### config.mk
export PLATFORM = sky130hd
export DESIGN_NAME = gpio_irq_detect
export DESIGN_NICKNAME = d
export VERILOG_FILES = /design/src/rtl/gid_pkg.sv /design/src/rtl/gid_sync.sv /design/src/rtl/gid_pin_det.sv /design/src/rtl/gid_status.sv /design/src/rtl/gpio_irq_detect.sv
export SDC_FILE = /design/constraint.sdc
export NUM_CORES = 1
export LEC_CHECK = 0
export ABC_AREA = 1
export BUFFER_PORTS_ARGS = -buffer_cell sky130_fd_sc_hd__buf_2
export CAP_MARGIN = 10
export CORE_MARGIN = 2
export CORE_UTILIZATION = 67
export CTS_BUF_LIST = sky130_fd_sc_hd__clkbuf_8
export DETAILED_ROUTE_END_ITERATION = 10
export PLACE_DENSITY_LB_ADDON = 0.2
export SLEW_MARGIN = 40
export SYNTH_ARGS = -nofsm -noshare
export SYNTH_HDL_FRONTEND = slang
export SYNTH_SLANG_ARGS = --single-unit
### constraint.sdc
create_clock -name clk -period 4.2 [get_ports clk]
set_input_delay 0.21 -clock clk [delete_from_list [all_inputs] [get_ports clk]]
set_output_delay 0.21 -clock clk [all_outputs]
set_load 0.005 [all_outputs]
### src/rtl/gid_pkg.sv
package gid_pkg;
  localparam int TYPE_W = 3;

  typedef enum logic [TYPE_W-1:0] {
    DET_HIGH = 3'd0,
    DET_LOW  = 3'd1,
    DET_RISE = 3'd2,
    DET_FALL = 3'd3,
    DET_ANY  = 3'd4,
    DET_OFF  = 3'd7
  } det_e;
endpackage

### src/rtl/gid_sync.sv
module gid_sync #(
  parameter int WIDTH  = 13,
  parameter int STAGES = 2
) (
  input  logic             clk,
  input  logic             rst,
  input  logic [WIDTH-1:0] din,
  output logic [WIDTH-1:0] dout
);
  logic [WIDTH-1:0] chain [STAGES];
  logic             live_q;

  always_ff @(posedge clk) begin
    if (rst) live_q <= 1'b0;
    else     live_q <= 1'b1;
  end

  for (genvar s = 0; s < STAGES; s++) begin : g_stage
    if (s == 0) begin : g_first
      always_ff @(posedge clk) begin
        if (rst) chain[0] <= '0;
        else     chain[0] <= din;
      end
    end else begin : g_next
      always_ff @(posedge clk) begin
        if (rst) chain[s] <= '0;
        else     chain[s] <= chain[s-1];
      end
      // each stage carries the previous stage's value one cycle later
      assert_chain_shift_R2: assert property (@(posedge clk) disable iff (rst || !live_q)
        chain[s] == $past(chain[s-1]));
    end
  end

  assign dout = chain[STAGES-1];
endmodule

### src/rtl/gid_pin_det.sv
module gid_pin_det
  import gid_pkg::*;
#(
  parameter int WIDTH = 4
) (
  input  logic              clk,
  input  logic              rst,
  input  logic              sync_i,
  input  logic              cfg_we_i,
  input  logic [TYPE_W-1:0] cfg_type_i,
  output logic              hit_o
);
  localparam int CNT_W = $clog2(WIDTH + 1);
  localparam logic [CNT_W-1:0] CNT_MAX  = CNT_W'(WIDTH);
  localparam logic [CNT_W-1:0] CNT_LAST = CNT_W'(WIDTH - 1);
  localparam logic [CNT_W-1:0] CNT_ONE  = CNT_W'(1);

  logic [TYPE_W-1:0] type_q;
  logic              prev_q;
  logic              armed_q;
  logic              lvl_q;
  logic [CNT_W-1:0]  cnt_q;

  logic is_level, cond, changed, qual, hit_lvl, hit_edge;

  always_comb begin
    is_level = (type_q == DET_HIGH) || (type_q == DET_LOW);
    cond     = (type_q == DET_HIGH) ? sync_i : ~sync_i;
    changed  = sync_i ^ prev_q;
    qual     = changed && (((type_q == DET_RISE) && sync_i) ||
                           ((type_q == DET_FALL) && !sync_i) ||
                            (type_q == DET_ANY));
    hit_lvl  = is_level && cond && (cnt_q >= CNT_LAST);
    hit_edge = armed_q && !qual && (sync_i == lvl_q) && (cnt_q == CNT_LAST);
    hit_o    = hit_lvl || hit_edge;
  end

  always_ff @(posedge clk) begin
    if (rst) begin
      type_q  <= DET_OFF;
      prev_q  <= 1'b0;
      armed_q <= 1'b0;
      lvl_q   <= 1'b0;
      cnt_q   <= '0;
    end else begin
      prev_q <= sync_i;
      if (cfg_we_i) begin
        type_q  <= cfg_type_i;
        armed_q <= 1'b0;
        cnt_q   <= '0;
      end else if (is_level) begin
        armed_q <= 1'b0;
        if (!cond)                cnt_q <= '0;
        else if (cnt_q != CNT_MAX) cnt_q <= cnt_q + CNT_ONE;
      end else if (qual) begin
        armed_q <= 1'b1;
        lvl_q   <= sync_i;
        cnt_q   <= CNT_ONE;
      end else if (armed_q && (sync_i == lvl_q) && (cnt_q != CNT_LAST)) begin
        cnt_q <= cnt_q + CNT_ONE;
      end else begin
        armed_q <= 1'b0;
        cnt_q   <= '0;
      end
    end
  end

  // the width counter saturates and never passes the required width
  assert_cnt_cap_R4: assert property (@(posedge clk) disable iff (rst)
    cnt_q <= CNT_MAX);
  // a detection only fires while the synchronized level is steady
  assert_hit_steady_R10: assert property (@(posedge clk) disable iff (rst)
    hit_o |-> (sync_i == prev_q));
  // a disabled pin holds no detection progress
  assert_off_quiet_R3: assert property (@(posedge clk) disable iff (rst)
    (type_q > 3'd4) |-> (cnt_q == '0 && !armed_q));
  // an edge detection fires once, not on the following cycle
  assert_edge_once_R7: assert property (@(posedge clk) disable iff (rst)
    (hit_o && !is_level) |=> !hit_o);
endmodule

### src/rtl/gid_status.sv
module gid_status #(
  parameter int NUM_PINS = 13
) (
  input  logic                clk,
  input  logic                rst,
  input  logic [NUM_PINS-1:0] hit_i,
  input  logic                clr_we_i,
  input  logic [NUM_PINS-1:0] clr_mask_i,
  output logic [NUM_PINS-1:0] sts_o,
  output logic                irq_o
);
  logic [NUM_PINS-1:0] clr_eff, sts_nxt;

  always_comb begin
    clr_eff = clr_we_i ? clr_mask_i : '0;
    sts_nxt = (sts_o & ~clr_eff) | hit_i;
  end

  always_ff @(posedge clk) begin
    if (rst) begin
      sts_o <= '0;
      irq_o <= 1'b0;
    end else begin
      sts_o <= sts_nxt;
      irq_o <= |sts_nxt;
    end
  end

  // bits not selected for clearing are never lost
  assert_sticky_R11: assert property (@(posedge clk) disable iff (rst)
    1'b1 |=> ((($past(sts_o) & ~$past(clr_eff)) & ~sts_o) == '0));
  // a detection sets its bit even when a clear arrives in the same cycle
  assert_set_wins_R11: assert property (@(posedge clk) disable iff (rst)
    (|hit_i) |=> ((sts_o & $past(hit_i)) == $past(hit_i)));
  // the interrupt follows the status bits
  assert_irq_or_R12: assert property (@(posedge clk) disable iff (rst)
    irq_o == (|sts_o));
endmodule

### src/rtl/gpio_irq_detect.sv
module gpio_irq_detect
  import gid_pkg::*;
#(
  parameter int NUM_PINS    = 13,
  parameter int SYNC_STAGES = 2,
  parameter int MIN_WIDTH   = 4,
  parameter int SEL_W       = $clog2(NUM_PINS)
) (
  input  logic                clk,
  input  logic                rst,
  input  logic [NUM_PINS-1:0] pin_i,
  input  logic                cfg_we_i,
  input  logic [SEL_W-1:0]    cfg_pin_i,
  input  logic [TYPE_W-1:0]   cfg_type_i,
  input  logic                clr_we_i,
  input  logic [NUM_PINS-1:0] clr_mask_i,
  output logic [NUM_PINS-1:0] sts_o,
  output logic                irq_o
);
  logic [NUM_PINS-1:0] pin_sync;
  logic [NUM_PINS-1:0] hit;

  gid_sync #(.WIDTH(NUM_PINS), .STAGES(SYNC_STAGES)) u_sync (
    .clk (clk),
    .rst (rst),
    .din (pin_i),
    .dout(pin_sync)
  );

  for (genvar g = 0; g < NUM_PINS; g++) begin : g_pin
    logic sel_we;
    assign sel_we = cfg_we_i && (cfg_pin_i == SEL_W'(g));
    gid_pin_det #(.WIDTH(MIN_WIDTH)) u_det (
      .clk       (clk),
      .rst       (rst),
      .sync_i    (pin_sync[g]),
      .cfg_we_i  (sel_we),
      .cfg_type_i(cfg_type_i),
      .hit_o     (hit[g])
    );
  end

  gid_status #(.NUM_PINS(NUM_PINS)) u_status (
    .clk       (clk),
    .rst       (rst),
    .hit_i     (hit),
    .clr_we_i  (clr_we_i),
    .clr_mask_i(clr_mask_i),
    .sts_o     (sts_o),
    .irq_o     (irq_o)
  );
endmodule

# Word level (Yosys, flattened, before mapping)
# Memories as Yosys holds them, arrays and structs flattened.
# Cells that the tools add are included.
[op_classes]
addsub = 13
n_mul = 0
n_div = 0
order_cmp = 13
n_eq_ne = 142
shifts = 0
mux = 110
bitwise = 57
n_reduce_logical = 275
[op_table]
columns = ["operator", "n"]
rows = [
  ["$mux 3", 65],
  ["$logic_and 1x1->1", 143],
  ["$eq 3x2->1 const B", 39],
  ["$ne 3x3->1 const B", 26],
  ["$logic_or 1x1->1", 52],
  ["$mux 1", 42],
  ["$add 3x1->3 const B", 13],
  ["$eq 3x1->1 const B", 13],
  ["$eq 3x3->1 const B", 13],
  ["$ge 3x2->1 const B", 13],
  ["$logic_not 3->1", 13],
  ["$mux 13", 3],
  ["$ne 3x2->1 const B", 13],
  ["$not 1->1", 39],
  ["$reduce_and 3->1", 13],
  ["$reduce_or 3->1", 13],
  ["$logic_not 1->1", 26],
  ["$ne 2x1->1 const B", 13],
  ["$reduce_or 2->1", 13],
  ["$eq 4x4->1 const B", 5],
  ["$eq 4x3->1 const B", 4],
  ["$and 13x13->13", 1],
  ["$eq 1x1->1", 13],
  ["$not 13->13", 1],
  ["7 further kinds", 21],
]
[word_totals]
register_bits = 131
latch_bits = 0
ram_bits = 26
rom_bits = 0
in_bits = 37
word_cells = 678
n_memories = 1
[memory_table]
columns = ["memory", "words", "width", "read_ports", "rd_ports_with_merged_regs", "wr", "line", "text"]
rows = [
  ["u_sync.chain", 2, 13, 2, 0, 2, "gid_sync.sv:10", "logic [WIDTH-1:0] chain [STAGES];"],
]

# Depth between registers and ports, before layout
# Gate-level depths: netlist of the first run.
[depth]
depth_word = 12
mapped_depth = 12
ltp_nobuf = 12

# Cells and area by module
# Synthesis of the first run repeated with hierarchy kept, for this count alone.
[hier_totals]
cells_unflattened = 1141
area_unflattened_um2 = 8107.8
[by_module_without_submodules]
columns = ["mod", "n_inst", "cells_each", "area_each_um2"]
rows = [
  ["gid_pin_det", 13, 73, 513.0],
  ["gid_sync", 1, 81, 752.0],
  ["gid_status", 1, 82, 561.8],
  ["gpio_irq_detect", 1, 29, 125.1],
]

# Worst setup path after synthesis of the first run
# Ideal clock, no wire load.
[synth_path]
path_type = "register to register"
startpoint = "reg g_pin[4].u_det.cnt_q[0]"
endpoint = "reg u_status.irq_o"
setup_ns = 0.132
arrival_ns = 1.391
required_ns = 4.068
slack_ns = 2.676
stages_incl_launch_ff = 13
synth_period_minus_slack_ns = 1.524
cell_sequence = "dfxtp_1 ha_1 ha_1 inv_1 nand3_1 inv_1 nor2_1 nor2_1 nand2_1 nor2_1 nand2_1 nor2_1 a21oi_1"
[synth_between]
elab_chain_cells = 5
elab_cells_between_ends = 7
cone_classes = "order compare (1); eq/ne (1); bitwise (1); reduce/logical (4)"
[synth_lines]
columns = ["element", "line", "text"]
rows = [
  ["from (decl)", "gid_pin_det.sv:22", "logic [CNT_W-1:0] cnt_q;"],
  ["from (signal assigned)", "gid_pin_det.sv:54", "else if (cnt_q != CNT_MAX) cnt_q <= cnt_q + CNT_ONE;"],
  ["from (signal assigned)", "gid_pin_det.sv:60", "cnt_q <= cnt_q + CNT_ONE;"],
  ["$ge 3x2->1 / $eq 3x2->1 (equally long branches)", "gid_pin_det.sv:33, gid_pin_det.sv:34", ""],
  ["$logic_and 1x1->1, on equally long branches", "gid_pin_det.sv:33, gid_pin_det.sv:34", ""],
  ["$logic_or 1x1->1 (*)", "gid_pin_det.sv:35", "hit_o = hit_lvl || hit_edge;"],
  ["$or 13x13->13 (*)", "gid_status.sv:16", "sts_nxt = (sts_o & ~clr_eff) | hit_i;"],
  ["$reduce_or 13->1 (*)", "gid_status.sv:25", "irq_o <= |sts_nxt;"],
  ["to (signal assigned)", "gid_status.sv:25", ""],
  ["to (decl)", "gid_status.sv:10", "output logic irq_o"],
]
# Every way passes the cells marked *; elsewhere a longest branch is shown, timed or not.
# A chain may end at the register's enable or synchronous reset.

# Final worst setup path of the first run
[layout_path]
startpoint = "reg g_pin[7].u_det.cnt_q[0]"
endpoint = "reg u_status.irq_o"
[layout_between]
elab_chain_cells = 5
elab_cells_between_ends = 7
cone_classes = "order compare (1); eq/ne (1); bitwise (1); reduce/logical (4)"
[layout_lines]
columns = ["element", "line"]
rows = [
  ["from (decl)", "gid_pin_det.sv:22"],
  ["from (signal assigned)", "gid_pin_det.sv:54"],
  ["from (signal assigned)", "gid_pin_det.sv:60"],
  ["$ge 3x2->1 / $eq 3x2->1 (equally long branches)", "gid_pin_det.sv:33, gid_pin_det.sv:34"],
  ["$logic_and 1x1->1, on equally long branches", "gid_pin_det.sv:33, gid_pin_det.sv:34"],
  ["$logic_or 1x1->1 (*)", "gid_pin_det.sv:35"],
  ["$or 13x13->13 (*)", "gid_status.sv:16"],
  ["$reduce_or 13->1 (*)", "gid_status.sv:25"],
]
# Marked as above.

==> reports/metrics.yaml, run 1 <==
worst_setup_path:
  crit_path_end_kind: "flip-flop"
  worstSetupPathType: "reg -> reg"
  r2r-start: "g_pin[7].u_det.cnt_q[0]"
  worstPathRequired_ps: 4530
  r2r-end: "u_status.irq_o"
  reg2regPathDepth: 10
  cp-start-kind: "flip-flop"
  rrSetupSlack_ps: 2390
  cp.arrival_ps: 2130
  critPathMaxFanout: 5
power:
  pwr-share-seq_pct: 54.6
  switchingPower_w: 0.000656
  clkPwrFrac_pct: 39.5
  power.share.combinational_pct: 6.0
  swShare_pct: 23.4
  p_leak_nw: 4.32
  ir_drop_uv: 359
  power_density_nw_per_um2: 317
  p_int_w: 0.00215
sta:
  hold_violations: 0
  max_slew_margin_pct: 61.0
  skew_ps: 9.18
  rsz0062_at_grt: "false"
  fin_crit_ps: 1810
  worstMarginPinSlew_ps: 584
  tns_ps: 0
  maxSlewViolCount: 0
  final.period_utilization_pct: 43.1
  fmax_mhz: 553
  setup_violations: 0
floorplanning:
  die_area_um2: 12700
  start_util_pct: 69.0
  rows: 39
  die_h_um: 113
  top_level_ports: 51
  die_w_um: 113
  core_area_um2: 11500
worst_hold_path:
  min_path_type: "in -> reg"
  holdPathStages: 4
  min_from: "clr_mask_i[11]"
  min_to: "u_status.sts_o[11]"
routing:
  dr.pass1.iters: 7
  viasPerCell: 5.23
  drt_iter0_markers: 447
  vias: 7114
  wire_per_inst_um: 12.3
  ant_nets: 0
  drc_errors: 3
  wl_mm: 16.7
outcome:
  violations: "design-rule violations"
  outcome: "complete, but fails checks"
grt:
  grt_pass1_vias: 6783
  grt_overflow: 0
  grt_pass1_wl_mm: 29.4
  grt_start_max_net_pins: 50
  antenna_found_initial: 0
  use_met2_pct: 48.4
  grt.total_usage_pct: 28.1
  use_met3_pct: 5.68
  met1_usage_pct: 34.9
  top_usage_layer: "met2"
synth:
  avgSynthCellArea_um2: 6.98
  synthDistinctLibCells: 41
  synth_top_area_cell: "dfxtp_1"
  ys_warn_count: 0
  synth-seq-cells: 157
  async_flop_share_pct: 0
  syn_inst: 1137
  ys_dominant_reg_cell: "dfxtp_1"
  synth_nets: 1213
  netlist_area_um2: 7940
  yosysSeqAreaShare_pct: 39.6
  yosys-top-cells-area: "dfxtp_1 40%, nand2_1 11%, inv_1 10%"
  synth_top_area_share_pct: 39.6
  synth_edf_count: 0
clock_network:
  cts-root-buf: "clkbuf_8"
  cts_tree: "built"
  cts-resized-gates: 0
  htree_levels: 4
  clk_pin_slew_ps: 70
  clk_path_buf_depth: 2
  numCtsBuffers: 17
  clk_latency_ps: 460
  cts_num_sinks: 157
  post_cts_buffers: 0
finish:
  fillCellCount: 919
  layout.cells.non_filler: 1360
  final_common_cell: "nand2_1"
  syn_to_final_growth_pct: 11.2
  utilization_pct: 76.7
  regArea_um2: 3140
  finalNetCount: 1280
  layout_common_cells: "239 x nand2_1, 216 x inv_1, 157 x dfxtp_1, 132 x nor2_1, 76 x nand3_1"
  antenna_cells: 0
  layout-drive-gt1-share_pct: 10.8
  multi_input_area_um2: 3860
placed_design:
  place.gp.congestion: 0.914
  numPortBuffers: 50
  dpl.hpwl_mm: 11.9
  dpl.cell_count: 1315
flow_run:
  max_cap_viol_count: 0
per-layer routing:
layer / up-vias / routed length [um] / share of wire [%]
met4: 0 / 349 / 2.1
met3: 32 / 730 / 4.4
met2: 152 / 7810 / 47
met1: 3190 / 7840 / 47
met5: - / 0 / 0
li1: 3740 / - / -
power by group through the flow:
stage | registers (W) | clock network [W] | logic [W]
after floorplan | 0.00156 | 0 | 0.000109
after global placement | 0.00156 | 0 | 0.000152
after detailed placement | 0.00156 | 0 | 0.000156
after CTS | 0.00153 | 0.00112 | 0.000167
after global routing | 0.00153 | 0.00118 | 0.000189
final | 0.00153 | 0.00111 | 0.000167
flip-flops by register name, indices dropped and copies added (netlist names):
name	count
g_pin.u_det.armed_q	13
g_pin.u_det.cnt_q	39
g_pin.u_det.lvl_q	13
g_pin.u_det.prev_q	13
g_pin.u_det.type_q	39
u_status.irq_o	1
u_status.sts_o	13
u_sync.chain	26
logic make-up (layout without fill, tap and decap cells):
kind of cell / count (synthesis) / count (layout) / synth area share [%]
compound gates: 201 / 201 / 14.9
buf+inv: 246 / 326 / 11.8
flops: 157 / 157 / 39.6
xor+xnor: 1 / 1 / 0.110
simple gates: 493 / 493 / 27.4
fa+ha+maj: 39 / 39 / 6.14
worst max path at each step:
stage | startpoint | endpoint | slack, ps
finish | g_pin[7].u_det.cnt_q[0] | u_status.irq_o | 2390
global route | g_pin[7].u_det.cnt_q[0] | u_status.irq_o | 2240
CTS | g_pin[7].u_det.cnt_q[0] | u_status.irq_o | 2400
detailed placement | g_pin[7].u_det.cnt_q[0] | u_status.irq_o | 2410
global placement | g_pin[1].u_det.cnt_q[0] | u_status.irq_o | 2450
floorplan | g_pin[4].u_det.cnt_q[0] | u_status.irq_o | 2680
cell type report:
| cell class | instances | share of cell area (%) |
|---|---|---|
| multi-input combinational | 734 | 43.7 |
| sequential | 157 | 35.6 |
| inverter | 229 | 9.76 |
| timing repair buffer | 65 | 4.48 |
| clock buffer | 21 | 3.27 |
| tap | 143 | 2.03 |
| clock inverter | 11 | 1.15 |
cell usage after synthesis, types with 3 or more instances:
library cell / instances
buf_1: 4
ha_1: 39
nor2_2: 3
a21oi_1: 67
o21ai_0: 55
inv_1: 211
a31oi_1: 9
a21boi_0: 12
or2_1: 3
o21ai_1: 7
buf_2: 8
clkbuf_1: 5
nand3_1: 76
o211ai_1: 33
nor2_1: 132
nand2_2: 9
inv_2: 17
dfxtp_1: 157
a211oi_1: 11
nor2_4: 10
nor3_1: 7
nand2_1: 239
worst max-delay path, stage by stage (launching register included):
cell	delay, ps
dfxtp_1	360
ha_1	230
ha_1	190
inv_1	70
nand3_1	80
a21oi_1	190
nand2_1	80
nor2_1	160
nand2_1	80
nor2_1	160
a21oi_1	80
timing repair:
| item | in CTS | in global routing |
|---|---|---|
| setup endpoints to repair | 0 | 0 |
| hold buffers | 13 | 0 |
| endpoints found under the hold margin | 13 | 0 |
stage by stage:
| step | instance area, um2 | power, W | setup slack [ps] | hold slack (ps) |
|---|---|---|---|---|
| after floorplan | 7940 | 0.00167 | 2680 | 317 |
| after global placement | 8310 | 0.00172 | 2450 | 388 |
| after global routing | 8830 | 0.00290 | 2240 | 161 |
| after CTS | 8830 | 0.00282 | 2400 | 140 |
| final | 8830 | 0.00280 | 2390 | 159 |
| after detailed placement | 8310 | 0.00172 | 2410 | 393 |
(Power assumes the default switching activity.)
==> run 2: changes to the inputs <==
- CORE_UTILIZATION: 67 -> 63
- clock period: 4.2 -> 1.8 ns (I/O delays scaled with it)
==> run 2 against run 1 <==
The flow now finishes without violations. Sequential power increased by 130%. Sequential cell count stayed put. Register-to-register slack worse by 2300 ps. Final cell count up 2.4%. Sequential share of layout area shrank 0.50 points. Clock skew hardly changed. Combinational power increased by 140%. Critical endpoint unchanged. Largest power group unchanged.
==> reports/metrics.yaml, run 2 (synthesis results as in run 1) <==
grt:
  grt_pass1_vias: 6412  # was 6783
  grt_overflow: 0  # unchanged
  grt_pass1_wl_mm: 28.2  # was 29.4 mm
  grt_start_max_net_pins: 50  # unchanged
  grt.total_usage_pct: 26.3  # was 28.1%
  antenna_found_initial: 0  # unchanged
finish:
  finalNetCount: 1283  # was 1280
  top_regs: "g_pin.u_det.cnt_q x39, g_pin.u_det.type_q x39, u_sync.chain x26"  # unchanged
  antenna_cells: 0  # unchanged
  layout_common_cells: "239 x nand2_1, 210 x inv_1, 156 x dfxtp_1, 132 x nor2_1, 76 x nand3_1"  # was 239 x nand2_1, 216 x inv_1, 157 x dfxtp_1, 132 x nor2_1, 76 x nand3_1
  syn_to_final_growth_pct: 12.9  # was 11.2%
  finalInstanceArea_um2: 8960  # was 8830 um2
  final_common_cell: "nand2_1"  # unchanged
  regArea_um2: 3140  # about the same
  layout-drive-gt1-share_pct: 11.6  # was 10.8%
  multi_input_area_um2: 3870  # was 3860 um2
  fillCellCount: 1077  # was 919
placed_design:
  place.gp.congestion: 0.883  # was 0.914
  dpl.hpwl_mm: 11.9  # about the same
  numPortBuffers: 50  # unchanged
  place_area_um2: 8390  # was 8310 um2
sta:
  worstMarginPinSlew_ps: 431  # was 584 ps
  skew_ps: 9.04  # was 9.18 ps
  setup_violations: 0  # unchanged
  fin_crit_ps: 1660  # was 1810 ps
  maxSlewViolCount: 0  # unchanged
  tns_ps: 0  # unchanged
  rsz0062_at_grt: "false"  # unchanged
  max_slew_margin_pct: 71.0  # was 61.0%
  fmax_mhz: 603  # was 553 MHz
  hold_violations: 0  # unchanged
  final.period_utilization_pct: 92.2  # was 43.1%
floorplanning:
  start_util_pct: 63.7  # was 69.0%
  core_area_um2: 12500  # was 11500 um2
  die_w_um: 116  # was 113 um
  die_h_um: 116  # was 113 um
  top_level_ports: 51  # unchanged
  rows: 41  # was 39
  die_area_um2: 13500  # was 12700 um2
worst_setup_path:
  rrSetupSlack_ps: 140  # was 2390 ps
  cp_slowest_stage_delay_ps: 350  # was 360 ps
  r2r-start: "g_pin[3].u_det.cnt_q[0]"  # was g_pin[7].u_det.cnt_q[0]
  critPathMaxFanout: 5  # unchanged
  cp.arrival_ps: 2020  # was 2130 ps
  worstPathRequired_ps: 2160  # was 4530 ps
  cp-start-kind: "flip-flop"  # unchanged
  reg2regPathDepth: 10  # unchanged
  slowest_stage: "dfxtp_1"  # unchanged
  r2r-end: "u_status.irq_o"  # unchanged
  crit_path_end_kind: "flip-flop"  # unchanged
  critPathLaunch: "g_pin[3].u_det.cnt_q[0]"  # was g_pin[7].u_det.cnt_q[0]
  endpoint: "u_status.irq_o"  # unchanged
  worstSetupPathType: "reg -> reg"  # unchanged
  path_cells: "ha_1, ha_1, inv_1, nand3_1, a21oi_1, nand2_1, nor2_1, nand2_1, nor2_1, a21oi_1"  # unchanged
clock_network:
  cts_tree: "built"  # unchanged
  clk_pin_slew_ps: 80  # was 70 ps
  cts_num_sinks: 157  # unchanged
  numCtsBuffers: 17  # unchanged
  clk_latency_ps: 470  # was 460 ps
  htree_levels: 4  # unchanged
  clk_path_buf_depth: 2  # unchanged
  cts-root-buf: "clkbuf_8"  # unchanged
outcome:
  outcome: "finished, final reports clean"  # was complete, but fails checks
routing:
  vias: 7025  # was 7114
  wl_mm: 16.7  # about the same
  wire_per_inst_um: 12.0  # was 12.3 um
  viasPerCell: 5.05  # was 5.23
  dr.pass1.iters: 5  # was 7
  drt_iter0_markers: 458  # was 447
  drc_errors: 0  # was 3
  ant_nets: 0  # unchanged
power:
  swShare_pct: 23.3  # was 23.4%
  p_int_w: 0.00523  # was 0.00215 W
  pwr-share-seq_pct: 52.3  # was 54.6%
  clkPwrFrac_pct: 41.9  # was 39.5%
  ir_drop_uv: 536  # was 359 uV
  power_density_nw_per_um2: 761  # was 317 nW/um2
  p_leak_nw: 4.35  # was 4.32 nW
  switchingPower_w: 0.00159  # was 0.000656 W
  power.share.combinational_pct: 5.8  # was 6.0%
worst_hold_path:
  min_path_type: "in -> reg"  # unchanged
flow_run:
  max_cap_viol_count: 0  # unchanged
run 2: cell count changes in the layout (fill, tap and decap cells not counted), moves of 2 or more:
cell and change:
clkbuf_8 -2, inv_1 -6, bufinv_16 +2, clkinv_2 +4, buf_12 +2
run 2: worst max-delay path, delay by kind of cell, from the launching register on:
kind,cells,cell delay [ps]
AOI/OAI and AO/OA,2,250
adders and majority gates,2,410
buffers and inverters,1,70
DFF,1,350
and+or+nand+nor,5,480
run 2: power by group through the flow:
stage	clock network, W	logic [W]	registers, W
global route	0.00307	0.000450	0.00358
floorplan	0	0.000254	0.00364
detailed placement	0	0.000377	0.00365
finish	0.00286	0.000399	0.00357
global placement	0	0.000369	0.00365
CTS	0.00290	0.000400	0.00357
run 2: what timing repair did:
| action | 4_1_cts | 5_1_grt |
|---|---|---|
| buffers inserted | 0 | 1 |
| resized for setup | 0 | 3 |
| endpoints found under the hold margin | 13 | 0 |
| hold buffers | 13 | 0 |
| endpoints found under the setup margin | 0 | 1 |
run 2: worst min-delay path by stage:
stage                         startpoint                 end  slack, ps  depth (start not counted)
after floorplan                 pin_i[0]  u_sync.chain[0][0]        200                          2
after global placement          pin_i[3]  u_sync.chain[0][3]        290                          3
after detailed placement        pin_i[0]  u_sync.chain[0][0]        290                          3
after CTS                 clr_mask_i[12]  u_status.sts_o[12]         10                          4
after global routing      clr_mask_i[12]  u_status.sts_o[12]         40                          4
final                     clr_mask_i[12]  u_status.sts_o[12]         30                          4
run 2: layout make-up:
cell class	count	area share, %
Clock buffer	19	2.92
Clock inverter	13	1.90
Inverter	229	9.62
Multi-Input combinational cell	734	43.1
Sequential cell	157	35.1
Tap cell	172	2.40
Timing Repair Buffer	68	4.94
run 2: metal layers:
metal / up-vias / GRT usage (%) / wire (um)
li1: 3739 / - / -
met1: 3126 / 32.6 / 7830
met2: 129 / 45.3 / 7850
met3: 31 / 5.76 / 668
met4: 0 / 9.13 / 338
met5: - / 0 / 0
run 2: per-stage QoR:
stage	worst slack (ps)	power [W]	hold WS [ps]	util, %	std cells
after floorplan	276	0.00389	197	-	1137
after global placement	208	0.00402	293	67.3	1346
after detailed placement	148	0.00403	295	67.3	1346
after CTS	138	0.00686	10.4	71.8	1391
after global routing	11.1	0.00709	40.7	71.9	1392
final	140	0.00682	32.3	71.9	1392
==> run 3: changes to the inputs <==
- CELL_PAD_IN_SITES_DETAIL_PLACEMENT: default -> 2
- CELL_PAD_IN_SITES_GLOBAL_PLACEMENT: default -> 2
- CORE_UTILIZATION: 63 -> 36
- PLACE_DENSITY: default -> 0.84
- PLACE_DENSITY_LB_ADDON: 0.2 -> default
==> run 3 against run 2 <==
First-iteration DRC count fell by 35%. Die area grew 72%. Critical path depth is the same. Non-clock buffer count is 14 higher. Design area increased by 4.0%. Clock power is 13% higher. Utilization decreased by 29 points. Wire length up 51%. Critical path type unchanged. Critical endpoint unchanged. Highest routed layer unchanged.
==> reports/metrics.yaml, run 3 (synthesis results as in run 1) <==
floorplanning:
  core_area_um2: 21800  # was 12500 um2
  die_w_um: 153  # was 116 um
  top_level_ports: 51  # unchanged
  die_area_um2: 23300  # was 13500 um2
  die_h_um: 153  # was 116 um
  start_util_pct: 36.5  # was 63.7%
  rows: 54  # was 41
sta:
  setup_violations: 0  # unchanged
  whs_ps: 13.2  # was 32.3 ps
  hold_violations: 0  # unchanged
  skew_ps: 15.6  # was 9.04 ps
  final.period_utilization_pct: 96.4  # was 92.2%
  max_slew_margin_pct: 73.1  # was 71.0%
  maxSlewViolCount: 0  # unchanged
  layout_setup_ws_ps: 64.7  # was 140 ps
  fmax_mhz: 576  # was 603 MHz
  worstMarginPinSlew_ps: 400  # was 431 ps
  fin_crit_ps: 1740  # was 1660 ps
clock_network:
  clk_latency_ps: 490  # was 470 ps
  cts_tree: "built"  # unchanged
  htree_levels: 4  # unchanged
  cts-root-buf: "clkbuf_8"  # unchanged
  clk_pin_slew_ps: 100  # was 80 ps
  clk_path_buf_depth: 2  # unchanged
  numCtsBuffers: 17  # unchanged
  cts_num_sinks: 157  # unchanged
worst_setup_path:
  cp-start-kind: "flip-flop"  # unchanged
  critPathMaxFanout: 5  # unchanged
  r2r-start: "g_pin[5].u_det.cnt_q[0]"  # was g_pin[3].u_det.cnt_q[0]
  cp_slowest_stage_delay_ps: 350  # about the same
  worstPathRequired_ps: 2160  # about the same
  cp_top_family: "simple AND/OR/NAND/NOR gates"  # unchanged
  critPathLaunch: "g_pin[5].u_det.cnt_q[0]"  # was g_pin[3].u_det.cnt_q[0]
  worstSetupPathType: "reg -> reg"  # unchanged
  slowest_stage: "dfxtp_2"  # was dfxtp_1
  cp.arrival_ps: 2100  # was 2020 ps
  path_buf_inv: 1  # unchanged
  crit_path_end_kind: "flip-flop"  # unchanged
  path_cells: "ha_1, ha_1, inv_1, nand3_1, a21oi_2, nand2_1, nor2_1, nand2_1, nor2_1, a21oi_1"  # was ha_1, ha_1, inv_1, nand3_1, a21oi_1, nand2_1, nor2_1, nand2_1, nor2_1, a21oi_1
outcome:
  outcome: "finished, final reports clean"  # unchanged
power:
  swShare_pct: 25.5  # was 23.3%
  ir_drop_uv: 409  # was 536 uV
  clkPwrFrac_pct: 44.7  # was 41.9%
  p_leak_nw: 4.43  # was 4.35 nW
  power_density_nw_per_um2: 778  # was 761 nW/um2
  p_int_w: 0.00540  # was 0.00523 W
  pwr-share-seq_pct: 49.2  # was 52.3%
  power.share.combinational_pct: 6.0  # was 5.8%
  switchingPower_w: 0.00185  # was 0.00159 W
routing:
  dr.pass1.iters: 4  # was 5
  viasPerCell: 5.02  # was 5.05
  drt_iter0_markers: 297  # was 458
  ant_nets: 0  # unchanged
  vias: 7603  # was 7025
  wl_mm: 25.2  # was 16.7 mm
  drc_errors: 0  # unchanged
  wire_per_inst_um: 16.7  # was 12.0 um
flow_run:
  max_cap_viol_count: 0  # unchanged
placed_design:
  numPortBuffers: 50  # unchanged
  dpl.hpwl_mm: 17.4  # was 11.9 mm
  place.gp.congestion: 0.780  # was 0.883
  dp_slack_ps: 43.4  # was 148 ps
  dpl.cell_count: 1462  # was 1346
grt:
  antenna_found_initial: 0  # unchanged
  top_usage_layer: "met2"  # unchanged
  grt_start_max_net_pins: 51  # was 50
  grt_pass1_vias: 8344  # was 6412
  use_met2_pct: 39.4  # was 45.3%
  use_met3_pct: 3.53  # was 5.76%
  grt_pass1_wl_mm: 41.7  # was 28.2 mm
  met1_usage_pct: 26.8  # was 32.6%
  grt.total_usage_pct: 22.0  # was 26.3%
  grt_overflow: 0  # unchanged
finish:
  top_regs: "g_pin.u_det.cnt_q x39, g_pin.u_det.type_q x39, u_sync.chain x26"  # unchanged
  layout.cells.non_filler: 1514  # was 1392
  layout_common_cells: "238 x nand2_1, 209 x inv_1, 149 x dfxtp_1, 130 x nor2_1, 76 x nand3_1"  # was 239 x nand2_1, 210 x inv_1, 156 x dfxtp_1, 132 x nor2_1, 76 x nand3_1
  finalNetCount: 1297  # was 1283
  final_common_cell: "nand2_1"  # unchanged
  antenna_cells: 0  # unchanged
  syn_to_final_growth_pct: 17.3  # was 12.9%
  layout-drive-gt1-share_pct: 14.3  # was 11.6%
worst_hold_path:
  min_from: "clr_mask_i[1]"  # was clr_mask_i[12]
  min_path_type: "in -> reg"  # unchanged
[run 3: changes by cell type in the layout (fill, tap and decap cells not counted), sizes merged]
cell | previous run | this run
clkinvlp | 2 | 3
bufinv | 4 | 5
inv | 229 | 233
buf | 55 | 69
clkinv | 7 | 1
[run 3: cell type report]
cell class                      instances  area (um2)
Fill cell                            2626       12400
Tap cell                              280         350
Sequential cell                       157        3160
Timing Repair Buffer                   82         548
Clock buffer                           19         262
Multi-Input combinational cell        734        3930
Inverter                              229         862
Clock inverter                         13         211
[run 3: power by group through the flow]
stage               logic (W)  clock network (W)  registers [W]
global placement     0.000395                  0        0.00365
floorplan            0.000254                  0        0.00364
finish               0.000438            0.00324        0.00357
global route         0.000492            0.00344        0.00358
CTS                  0.000441            0.00333        0.00357
detailed placement   0.000410                  0        0.00365
[run 3: worst reg2reg max path, stage by stage (launching register included)]
cell and delay, ps:
dfxtp_2 350, ha_1 200, ha_1 210, inv_1 90
nand3_1 100, a21oi_2 190, nand2_1 100, nor2_1 140
nand2_1 70, nor2_1 100, a21oi_1 70
[run 3: per-stage QoR]
stage	util (%)	TNS (ps)	cell area (um2)	total power (W)
6_report	42.8	0	9320	0.00725
5_1_grt	42.8	-25.6	9320	0.00751
4_1_cts	42.3	0	9210	0.00734
3_5_place_dp	39.5	0	8580	0.00406
3_3_place_gp	39.5	0	8580	0.00404
2_1_floorplan	-	0	7940	0.00389
[run 3: final timing paths]
| path | endpoint | slack [ps] | cells after the start |
|---|---|---|---|
| hold / removal | u_status.sts_o[1] | 10 | 4 |
| hold reg to reg | u_sync.chain[1][9] | 410 | 2 |
| setup reg to reg | u_status.irq_o | 60 | 10 |
| setup / recovery | u_status.irq_o | 60 | 10 |
[run 3: per-layer routing]
metal	vias to the layer above	routed length [um]
met4	0	589
met3	40	538
met2	91	12800
li1	3766	-
met5	-	0
met1	3706	11300
[run 3: what timing repair did]
item,4_1_cts,5_1_grt
pin swaps,2,19
resized for setup,2,27
buffers inserted,2,5
endpoints found under the hold margin,13,0
setup endpoints to repair,1,1
hold buffers,13,0
